**src/rtl/dms_pkg.sv**
```systemverilog
package dms_pkg;

  typedef enum logic [2:0] {
    ST_IDLE   = 3'd0,
    ST_ARMED  = 3'd1,
    ST_SETUP  = 3'd2,
    ST_STROBE = 3'd3,
    ST_HOLD   = 3'd4
  } dms_state_e;

  typedef struct packed {
    logic byte_op;
    logic to_slave;
  } dms_mode_t;

  // True when a 0-based count in its last allowed cycle; lim of 0 acts as 1.
  function automatic logic count_reached(input int unsigned cnt, input int unsigned lim);
    return (cnt + 1) >= lim;
  endfunction

  function automatic logic in_transfer(input dms_state_e s);
    return (s == ST_SETUP) || (s == ST_STROBE) || (s == ST_HOLD);
  endfunction

  function automatic logic cfg_open(input dms_state_e s);
    return (s == ST_IDLE) || (s == ST_ARMED);
  endfunction

endpackage

```
**src/rtl/dms_regs.sv**
```systemverilog
module dms_regs
  import dms_pkg::*;
#(
  parameter int unsigned AW = 18,
  parameter int unsigned DW = 16
) (
  input  logic          clk,
  input  logic          rst_n,
  input  logic          open_i,
  input  logic [DW-1:0] wdata_i,
  input  logic          ld_hi_i,
  input  logic          ld_lo_i,
  input  logic          ld_mode_i,
  input  logic          ld_data_i,
  output logic [AW-1:0] addr_o,
  output dms_mode_t     mode_o,
  output logic [DW-1:0] wbuf_o
);
  localparam int unsigned HI_W = AW - DW;

  logic [HI_W-1:0] addr_hi_q;
  logic [DW-1:0]   addr_lo_q;

  always_ff @(posedge clk or negedge rst_n) begin
    if (!rst_n) begin
      addr_hi_q <= '0;
      addr_lo_q <= '0;
      mode_o    <= '0;
      wbuf_o    <= '0;
    end else if (open_i) begin
      if (ld_hi_i)   addr_hi_q <= wdata_i[HI_W-1:0];
      if (ld_lo_i)   addr_lo_q <= wdata_i;
      if (ld_mode_i) mode_o    <= '{byte_op: wdata_i[1], to_slave: wdata_i[0]};
      if (ld_data_i) wbuf_o    <= wdata_i;
    end
  end

  assign addr_o = {addr_hi_q, addr_lo_q};

endmodule

```
**src/rtl/dms_fsm.sv**
```systemverilog
module dms_fsm
  import dms_pkg::*;
#(
  parameter int unsigned SETUP_CYC = 2,
  parameter int unsigned TMO_W     = 8
) (
  input  logic             clk,
  input  logic             rst_n,
  input  logic             ld_mode_i,
  input  logic             mode_wr_i,
  input  logic             ld_data_i,
  input  logic             ssyn_i,
  input  logic [TMO_W-1:0] tmo_limit_i,
  output dms_state_e       state_o,
  output logic             ev_start_o,
  output logic             ev_ack_o,
  output logic             ev_tmo_o,
  output logic             ev_done_o,
  output logic             tmo_flag_o
);
  localparam int unsigned SW = (SETUP_CYC < 2) ? 1 : $clog2(SETUP_CYC + 1);

  dms_state_e       state_q, state_d;
  logic [SW-1:0]    scnt_q;
  logic [TMO_W-1:0] tcnt_q;

  assign ev_ack_o  = (state_q == ST_STROBE) && ssyn_i;
  assign ev_tmo_o  = (state_q == ST_STROBE) && !ssyn_i &&
                     count_reached(32'(tcnt_q), 32'(tmo_limit_i));
  assign ev_done_o = (state_q == ST_HOLD) && !ssyn_i;

  always_comb begin
    state_d = state_q;
    unique case (state_q)
      ST_IDLE, ST_ARMED: begin
        if (ld_mode_i)
          state_d = mode_wr_i ? ST_ARMED : ST_SETUP;
        else if ((state_q == ST_ARMED) && ld_data_i)
          state_d = ST_SETUP;
      end
      ST_SETUP:  if (count_reached(32'(scnt_q), SETUP_CYC)) state_d = ST_STROBE;
      ST_STROBE: if (ev_ack_o || ev_tmo_o) state_d = ST_HOLD;
      ST_HOLD:   if (ev_done_o) state_d = ST_IDLE;
      default:   state_d = ST_IDLE;
    endcase
  end

  assign ev_start_o = cfg_open(state_q) && (state_d == ST_SETUP);

  always_ff @(posedge clk or negedge rst_n) begin
    if (!rst_n) begin
      state_q    <= ST_IDLE;
      scnt_q     <= '0;
      tcnt_q     <= '0;
      tmo_flag_o <= 1'b0;
    end else begin
      state_q <= state_d;
      scnt_q  <= (state_q == ST_SETUP)  ? scnt_q + 1'b1 : '0;
      tcnt_q  <= (state_q == ST_STROBE) ? tcnt_q + 1'b1 : '0;
      if (ev_start_o)    tmo_flag_o <= 1'b0;
      else if (ev_tmo_o) tmo_flag_o <= 1'b1;
    end
  end

  assign state_o = state_q;

endmodule

```
**src/rtl/dms_busif.sv**
```systemverilog
module dms_busif
  import dms_pkg::*;
#(
  parameter int unsigned DW = 16
) (
  input  logic          clk,
  input  logic          rst_n,
  input  dms_state_e    state_i,
  input  dms_mode_t     mode_i,
  input  logic          ev_ack_i,
  input  logic [DW-1:0] wbuf_i,
  input  logic [DW-1:0] bus_data_i,
  output logic          addr_oe_o,
  output logic          data_oe_o,
  output logic          msyn_o,
  output logic          c1_o,
  output logic          c0_o,
  output logic [DW-1:0] data_o,
  output logic [DW-1:0] rd_data_o
);
  logic active;
  assign active    = in_transfer(state_i);
  assign addr_oe_o = active;
  assign data_oe_o = active && mode_i.to_slave;
  assign msyn_o    = (state_i == ST_STROBE);
  assign c1_o      = mode_i.to_slave;
  assign c0_o      = mode_i.byte_op;
  assign data_o    = wbuf_i;

  always_ff @(posedge clk or negedge rst_n) begin
    if (!rst_n)                        rd_data_o <= '0;
    else if (ev_ack_i && !mode_i.to_slave) rd_data_o <= bus_data_i;
  end

endmodule

```
**src/rtl/dma_master_seq.sv**
```systemverilog
module dma_master_seq
  import dms_pkg::*;
#(
  parameter int unsigned AW        = 18,
  parameter int unsigned DW        = 16,
  parameter int unsigned SETUP_CYC = 2,
  parameter int unsigned TMO_W     = 8
) (
  input  logic             clk,
  input  logic             rst_n,
  input  logic [TMO_W-1:0] tmo_limit,
  input  logic [DW-1:0]    host_wdata,
  input  logic             ld_addr_hi,
  input  logic             ld_addr_lo,
  input  logic             ld_mode,
  input  logic             ld_data,
  input  logic             bus_ssyn_i,
  input  logic [DW-1:0]    bus_data_i,
  output logic [AW-1:0]    bus_addr_o,
  output logic             bus_addr_oe,
  output logic             bus_c1_o,
  output logic             bus_c0_o,
  output logic [DW-1:0]    bus_data_o,
  output logic             bus_data_oe,
  output logic             bus_msyn_o,
  output logic [DW-1:0]    rd_data,
  output logic             st_idle,
  output logic             st_busy,
  output logic             st_pend,
  output logic             st_timeout,
  output logic [2:0]       st_state
);
  dms_state_e    state;
  dms_mode_t     mode;
  logic [DW-1:0] wbuf;
  logic          ev_start, ev_ack, ev_tmo, ev_done;

  dms_regs #(.AW(AW), .DW(DW)) u_regs (
    .clk(clk), .rst_n(rst_n), .open_i(cfg_open(state)), .wdata_i(host_wdata),
    .ld_hi_i(ld_addr_hi), .ld_lo_i(ld_addr_lo), .ld_mode_i(ld_mode),
    .ld_data_i(ld_data), .addr_o(bus_addr_o), .mode_o(mode), .wbuf_o(wbuf)
  );

  dms_fsm #(.SETUP_CYC(SETUP_CYC), .TMO_W(TMO_W)) u_fsm (
    .clk(clk), .rst_n(rst_n), .ld_mode_i(ld_mode), .mode_wr_i(host_wdata[0]),
    .ld_data_i(ld_data), .ssyn_i(bus_ssyn_i), .tmo_limit_i(tmo_limit),
    .state_o(state), .ev_start_o(ev_start), .ev_ack_o(ev_ack),
    .ev_tmo_o(ev_tmo), .ev_done_o(ev_done), .tmo_flag_o(st_timeout)
  );

  dms_busif #(.DW(DW)) u_bus (
    .clk(clk), .rst_n(rst_n), .state_i(state), .mode_i(mode), .ev_ack_i(ev_ack),
    .wbuf_i(wbuf), .bus_data_i(bus_data_i), .addr_oe_o(bus_addr_oe),
    .data_oe_o(bus_data_oe), .msyn_o(bus_msyn_o), .c1_o(bus_c1_o),
    .c0_o(bus_c0_o), .data_o(bus_data_o), .rd_data_o(rd_data)
  );

  assign st_idle  = (state == ST_IDLE);
  assign st_pend  = (state == ST_ARMED);
  assign st_busy  = in_transfer(state);
  assign st_state = state;

endmodule

```
**config.mk**
```make
export PLATFORM = sky130hd
export DESIGN_NAME = dma_master_seq
export DESIGN_NICKNAME = d
export VERILOG_FILES = /design/src/rtl/dms_pkg.sv /design/src/rtl/dms_regs.sv /design/src/rtl/dms_fsm.sv /design/src/rtl/dms_busif.sv /design/src/rtl/dma_master_seq.sv
export SDC_FILE = /design/constraint.sdc
export NUM_CORES = 1
export LEC_CHECK = 0
export BUFFER_PORTS_ARGS = -buffer_cell sky130_fd_sc_hd__buf_2
export CORE_MARGIN = 8
export CORE_UTILIZATION = 44
export CTS_CLUSTER_SIZE = 30
export DETAILED_ROUTE_END_ITERATION = 8
export GPL_ROUTABILITY_DRIVEN = 1
export PLACE_DENSITY = 0.78
export SYNTH_ARGS = -nofsm -noshare
export SYNTH_HDL_FRONTEND = slang
export SYNTH_SLANG_ARGS = --single-unit
```
**constraint.sdc**
```tcl
create_clock -name clk -period 2.5 [get_ports clk]
set_clock_uncertainty 0.05 [all_clocks]
set_input_delay 0.25 -clock clk [delete_from_list [all_inputs] [get_ports clk]]
set_output_delay 0.25 -clock clk [all_outputs]
set_load 0.05 [all_outputs]
```
==> results.toml, run 1 <==
[timing]
setup_slack_ns = -0.0678
slew_headroom_pct = 52.6
hold_viol_final = 0
rsz0062_at_grt = "true"
setup_violations = 1
tightest_slew_ns = 0.711
fin_crit_ns = 2.57
slew_viol_final = 0
whs_ns = 0.0964
fmax_mhz = 389
finalCritPeriodShare_pct = 103

[synth]
ys_seq_area_share_pct = 57.7
synth_edf_count = 0
synthArstFlopShare_pct = 100
synth_common_cells = "66 x dfrtp_1, 52 x mux2_2, 11 x inv_1"
syn-num-nets = 268
synth_area_um2 = 2860
synthTopCellsByArea = "dfrtp_1 58%, mux2_2 20%, ha_1 4.4%"
avgSynthCellArea_um2 = 13.6
synthCells = 211
yosysTopAreaCell = "dfrtp_1"
synth_seq_cells = 66
yosysTopAreaCellShare_pct = 57.7
ys_warn_count = 0
synth_cell_types = 36
synth_ff_type = "dfrtp_1"
synthMostInstantiatedCell = "dfrtp_1"

[clocking]
clk_latency_ns = 0.33
cts_tree = "done"
clock-sinks = 66
cts_buffer_depth = 2
path_clk_slew_ns = 0.07
cts-root-buf = "clkbuf_8"
htreeDepth = 3
cts_made_buffers = 9

[grt]
grt_pass1_wl_um = 11400
grt_max_degree = 37
antenna_found_initial = 0
grt_pass1_vias = 2316
overflow = 0
grt_usage_pct = 14.9

[finish]
syn2layout_area_growth_pct = 32.5
diodes = 0
finish.instance_area_um2 = 3790
utilization_pct = 60.1
drive_above_1_share_pct = 58.6
final_nets = 390

[route]
avgRoutedWirePerCell_um = 16.6
drcViolationCount = 0
wl_um = 6910
ant_nets = 0
firstDrtPassIters = 4
drtIter0Drc = 79
vias = 2047
via_per_inst = 4.93

[critical_path]
cp_max_fo = 3
crit_required_ns = 2.67
critPathLaunchType = "flop"
end_kind = "flop"
critPathKind = "reg2reg"
arrival_ns = 2.73

[min_path]
worst_hold_path_type = "in2reg"

[place]
dpl.hpwl_um = 5220
placed_area_um2 = 3520
gp_congestion = 0.824
post-place-ws_ns = -0.0146
io_buffers = 108

[floorplan]
die_x_um = 96.7
rows = 29
start_util_pct = 45.3
dieArea_um2 = 9340
num_io_pins = 109
die_h_um = 96.7
fp.coreArea_um2 = 6310

[outcome]
status = "complete, but fails checks"
violations = "negative setup slack"

[run]
drv_cap = 0
## placed cells by master (no fill, tap or decap), types with 4 or more instances in the layout
master and instances:
buf_2 108, dfrtp_1 66, mux2_2 52, inv_1 11
clkbuf_8 10, and2_1 9, ha_1 9, buf_4 7
nand2_1 6, nor2_1 6, a21oi_1 5, nand4_1 4
## worst max-delay path, cell delays in order, from the launching register on
cell and delay, ns:
dfrtp_1 0.39, and4_4 0.27, buf_6 0.10, nand4_1 0.18, xnor2_2 0.19, ha_1 0.29, nand4_1 0.13, nor2_2 0.06
nor2_1 0.08, or4b_4 0.48, a22o_1 0.22
## registers in the layout, indices dropped and copies added (netlist names)
| name | cells |
|---|---|
| u_bus.rd_data_o | 16 |
| u_fsm.state_o | 3 |
| u_regs.wbuf_o | 16 |
| u_fsm.tcnt_q | 8 |
| u_regs.addr_lo_q | 16 |
| u_fsm.scnt_q | 2 |
| u_regs.mode_o | 2 |
| u_regs.addr_hi_q | 2 |
| u_fsm.tmo_flag_o | 1 |
## layout make-up
cell class,count,area [um2]
sequential,66,1650
inverter,11,41.3
fill,532,2520
clock inverter,6,65.1
timing repair buffer,118,634
tap,77,96.3
clock buffer,10,138
multi-input combinational,127,1170
## layer usage
layer	vias up	wire (um)	global-route usage, %
met2	79	3430	24.4
met3	14	579	5.83
met4	0	179	7.81
li1	986	-	-
met1	968	2720	16.3
met5	-	0	0
## timing repair
| action | 4_1_cts | 5_1_grt |
|---|---|---|
| hold buffers | 1 | 0 |
| setup endpoints to repair | 1 | 3 |
| pin swaps | 10 | 9 |
| buffers inserted | 2 | 0 |
| hold endpoints to repair | 30 | 0 |
| gates resized for setup | 1 | 10 |
## logic make-up (layout without fill, tap and decap cells)
group                    after synthesis  in the layout  share of synthesized area (%)
flip-flops                            66             66                           57.7
AND/OR/NAND/NOR                       45             45                           9.31
AO/OA/AOI/OAI                         13             13                           2.88
multiplexers                          53             53                           20.8
XOR/XNOR                               6              6                           1.84
adder cells (fa/ha/maj)               10             10                           4.37
buffers and inverters                 18            145                           3.10
## worst paths after layout
kind,start,end,slack [ns],depth (start not counted)
worst max-delay path,u_fsm.tcnt_q[0],u_fsm.state_o[2],-0.07,10
worst min-delay path,bus_data_i[10],u_bus.rd_data_o[10],0.1,2
worst max register to register,u_fsm.tcnt_q[0],u_fsm.state_o[2],-0.07,10
worst min register to register,u_fsm.scnt_q[0],u_fsm.scnt_q[0],0.39,1
max in group asynchronous,rst_n,u_regs.wbuf_o[1],1.32,3
min in group asynchronous,rst_n,u_bus.rd_data_o[13],0.45,2
## through the flow
step | cells | TNS [ns]
detailed placement | 396 | -0.0146
global placement | 396 | 0
global route | 415 | -0.300
floorplan | 211 | 0
CTS | 415 | 0
finish | 415 | -0.0678
Power of run 1 is left out: the tool's default activity adds up to more than one toggle a clock period on the data nets, which glitch-free logic cannot reach.
==> run 2: changes to the inputs <==
SKIP_LAST_GASP = 1   (was not set)
==> results.toml, run 2 (same netlist as run 1, synthesis figures left out) <==
[finish]
finish.instance_area_um2 = 3790
final_nets = 390
final_cell_mix = "108 x buf_2, 66 x dfrtp_1, 52 x mux2_2"
layout_commonest_cell = "buf_2"
n_fill_cell = 532
drive_above_1_share_pct = 58.6
fin_cells = 415
regArea_um2 = 1650
reg_top3 = "u_bus.rd_data_o (16), u_regs.addr_lo_q (16), u_regs.wbuf_o (16)"
diodes = 0
syn2layout_area_growth_pct = 32.5
multi_input_comb_area_um2 = 1170

[timing]
whs_ns = 0.0964
tightest_slew_ns = 0.711
finalCritPeriodShare_pct = 103
setup_slack_ns = -0.0672
fin_crit_ns = 2.57
hold_viol_final = 0
slew_headroom_pct = 52.6
rsz0062_at_grt = "true"
slew_viol_final = 0
setup_violations = 1
fmax_mhz = 390

[grt]
grt_pass1_wl_um = 11400
antenna_found_initial = 0
grt_usage_pct = 14.9
grt_pass1_vias = 2316
grt_max_degree = 37
overflow = 0

[route]
vias = 2051
drtIter0Drc = 63
firstDrtPassIters = 4
avgRoutedWirePerCell_um = 16.6
ant_nets = 0
drcViolationCount = 0
wl_um = 6910
via_per_inst = 4.94

[critical_path]
crit_path_max_incr_delay_ns = 0.48
cp_slowest_cell = "or4b_4"
critPathKind = "reg2reg"
critPathTopFamily = "simple AND/OR/NAND/NOR gates"
cpMostUsedCell = "nand4_1"
crit_required_ns = 2.67
critPathLaunchType = "flop"
critPathBufInv = 1
crit_chain = "and4_4 > buf_6 > nand4_1 > xnor2_2 > ha_1 > nand4_1 > nor2_2 > nor2_1 > or4b_4 > a22o_1"
arrival_ns = 2.73
end_kind = "flop"
cp_max_fo = 3

[clocking]
path_clk_slew_ns = 0.07
clock-sinks = 66
cts_made_buffers = 9
clk_latency_ns = 0.33
htreeDepth = 3
cts_buffer_depth = 2
cts-root-buf = "clkbuf_8"
cts_tree = "done"

[place]
dpl.hpwl_um = 5220
post-place-ws_ns = -0.0146
gp_congestion = 0.824
io_buffers = 108
placed_area_um2 = 3520
place_inst = 396

[floorplan]
die_x_um = 96.7
num_io_pins = 109
dieArea_um2 = 9340
fp.coreArea_um2 = 6310
rows = 29
start_util_pct = 45.3
die_h_um = 96.7

[outcome]
status = "complete, but fails checks"
violations = "negative setup slack"

[run]
drv_cap = 0

[min_path]
worst_hold_path_type = "in2reg"
[run 2: cell counts in the layout (fill, tap and decap cells not counted)]
No cell type changed its count.
[run 2: what timing repair did]
action | CTS | global route
resized for setup | 1 | 10
hold buffers | 1 | 0
setup endpoints to repair | 1 | 3
setup buffers | 2 | 0
pin swaps | 10 | 8
hold endpoints to repair | 30 | 0
[run 2: worst paths after layout]
kind / from / endpoint / slack, ns / depth (start not counted)
worst min-delay path: bus_data_i[10] / u_bus.rd_data_o[10] / 0.1 / 2
worst max register to register: u_fsm.tcnt_q[0] / u_fsm.state_o[2] / -0.07 / 10
max in group asynchronous: rst_n / u_regs.wbuf_o[1] / 1.32 / 3
min in group asynchronous: rst_n / u_bus.rd_data_o[13] / 0.45 / 2
worst min register to register: u_fsm.scnt_q[0] / u_fsm.scnt_q[0] / 0.39 / 1
worst max-delay path: u_fsm.tcnt_q[0] / u_fsm.state_o[2] / -0.07 / 10
[run 2: final cells by class]
cell class                      instances  area share, %
Sequential cell                        66           43.5
Multi-Input combinational cell        127           30.8
Timing Repair Buffer                  118           16.7
Clock buffer                           10           3.63
Tap cell                               77           2.54
Clock inverter                          6           1.72
Inverter                               11           1.09
[run 2: per-stage QoR]
stage,utilization [%],TNS [ns]
6_report,60.1,-0.0672
5_1_grt,60.1,-0.300
4_1_cts,59.4,0
3_5_place_dp,55.7,-0.0146
3_3_place_gp,55.7,0
2_1_floorplan,-,0
[run 2: worst register-to-register path: cells and delay by family (launching register included)]
family | cells | cell delay [ns]
AOI/OAI and AO/OA | 1 | 0.22
buffers and inverters | 1 | 0.10
DFF | 1 | 0.39
adders and majority gates | 1 | 0.29
xor gates and xnor gates | 1 | 0.19
and+or+nand+nor | 6 | 1.20
[run 2: layer usage]
| metal | track usage [%] | part of all wire (%) | wire length [um] |
|---|---|---|---|
| met5 | 0 | 0 | 0 |
| met1 | 16.3 | 39 | 2720 |
| met4 | 7.81 | 2.6 | 179 |
| met2 | 24.4 | 50 | 3430 |
| met3 | 5.83 | 8.4 | 579 |
Power of run 2 is left out for the same reason.
==> run 3: changes to the inputs <==
CELL_PAD_IN_SITES_DETAIL_PLACEMENT = 1   (was not set)
CELL_PAD_IN_SITES_GLOBAL_PLACEMENT = 2   (was not set)
CORE_UTILIZATION = 28   (was 44)
PLACE_DENSITY = 0.77   (was 0.78)
==> results.toml, run 3 (same netlist as run 1, synthesis figures left out) <==
[critical_path]
crit_chain = "and4_4 > nand2_4 > xnor2_2 > ha_1 > a21o_1 > a21oi_2 > o22ai_2 > or4b_4 > a22o_1"
crit_path_max_incr_delay_ns = 0.56
cp_slowest_cell = "or4b_4"
critPathLaunchType = "flop"
regToRegSetupSlack_ns = -0.01
critPathTopFamily = "simple AND/OR/NAND/NOR gates"
cp_max_fo = 3
critPathKind = "reg2reg"
arrival_ns = 2.68
crit_required_ns = 2.67
end_kind = "flop"
critPathBufInv = 0

[finish]
layout_commonest_cell = "buf_2"
diodes = 0
final_cell_mix = "108 x buf_2, 66 x dfrtp_1, 52 x mux2_2"
final_nets = 394
utilization_pct = 38.6
reg_top3 = "u_bus.rd_data_o (16), u_regs.addr_lo_q (16), u_regs.wbuf_o (16)"
drive_above_1_share_pct = 59.1
syn2layout_area_growth_pct = 36.5

[timing]
finalCritPeriodShare_pct = 100
fin_crit_ns = 2.51
whs_ns = 0.0992
rsz0062_at_grt = "true"
setup_slack_ns = -0.0111
slew_viol_final = 0
setup_tns_ns = -0.0111
fmax_mhz = 398
setup_violations = 1
slew_headroom_pct = 57.0
hold_viol_final = 0
tightest_slew_ns = 0.644

[run]
drv_cap = 0

[outcome]
status = "complete, but fails checks"
violations = "negative setup slack"

[route]
vias = 2102
avgRoutedWirePerCell_um = 15.8
firstDrtPassIters = 4
via_per_inst = 4.40
drtIter0Drc = 41
drcViolationCount = 0
ant_nets = 0
wl_um = 7570

[floorplan]
die_x_um = 117
dieArea_um2 = 13700
num_io_pins = 109
rows = 37
fp.coreArea_um2 = 10100
die_h_um = 117
start_util_pct = 28.2

[place]
dpl.hpwl_um = 5830
gp_congestion = 0.715
io_buffers = 108

[grt]
grt_pass1_vias = 2395
grt_pass1_wl_um = 12300
antenna_found_initial = 0
grt_usage_pct = 11.6
grt_max_degree = 28
overflow = 0

[clocking]
cts_tree = "done"
path_clk_slew_ns = 0.07
cts-root-buf = "clkbuf_8"
cts_made_buffers = 9
cts_buffer_depth = 2
clock-sinks = 66
clk_latency_ns = 0.33
htreeDepth = 3

[min_path]
worst_hold_path_type = "in2reg"
## run 3: path summary, 6_finish.rpt
path / startpoint / to / depth (start not counted)
min reg2reg: u_fsm.scnt_q[0] / u_fsm.scnt_q[0] / 1
min in group asynchronous: rst_n / u_regs.mode_o[1] / 2
min: bus_data_i[14] / u_bus.rd_data_o[14] / 2
max: u_fsm.tcnt_q[3] / u_fsm.state_o[2] / 9
max in group asynchronous: rst_n / u_bus.rd_data_o[11] / 3
max reg2reg: u_fsm.tcnt_q[3] / u_fsm.state_o[2] / 9
## run 3: worst register-to-register path, stage by stage (launching register included)
cell and delay (ns):
dfrtp_1 0.37, and4_4 0.26, nand2_4 0.06, xnor2_2 0.15, ha_1 0.31, a21o_1 0.18, a21oi_2 0.13, o22ai_2 0.10
or4b_4 0.56, a22o_1 0.23
## run 3: area by class of cell
cell class | count | area [um2]
Multi-Input combinational cell | 127 | 1170
Sequential cell | 66 | 1650
Timing Repair Buffer | 122 | 648
Fill cell | 1140 | 6230
Clock inverter | 7 | 101
Clock buffer | 9 | 124
Tap cell | 136 | 170
Inverter | 11 | 41.3
## run 3: timing repair
item / in CTS / in global routing
resized for setup: 6 / 5
gates cloned: 0 / 0
endpoints found under the hold margin: 25 / 0
buffers inserted: 2 / 3
pin swaps: 3 / 11
hold buffers: 1 / 0
endpoints found under the setup margin: 1 / 2
## run 3: layer usage
layer	wire, um	GRT usage [%]	up-vias	part of all wire (%)
li1	-	-	987	-
met5	0	0	-	0
met4	55	3.07	0	0.73
met2	3780	19.2	65	50
met3	600	4.57	5	7.9
met1	3130	13.6	1045	41
## run 3: through the flow
step | instance area [um2] | std cells | setup WS [ns]
after floorplan | 2860 | 211 | 0.117
after global placement | 3590 | 456 | 0.0394
after detailed placement | 3590 | 456 | -0.0449
after CTS | 3860 | 475 | 0.00656
after global routing | 3910 | 478 | -0.120
final | 3910 | 478 | -0.0111
Power of run 3 is left out for the same reason.
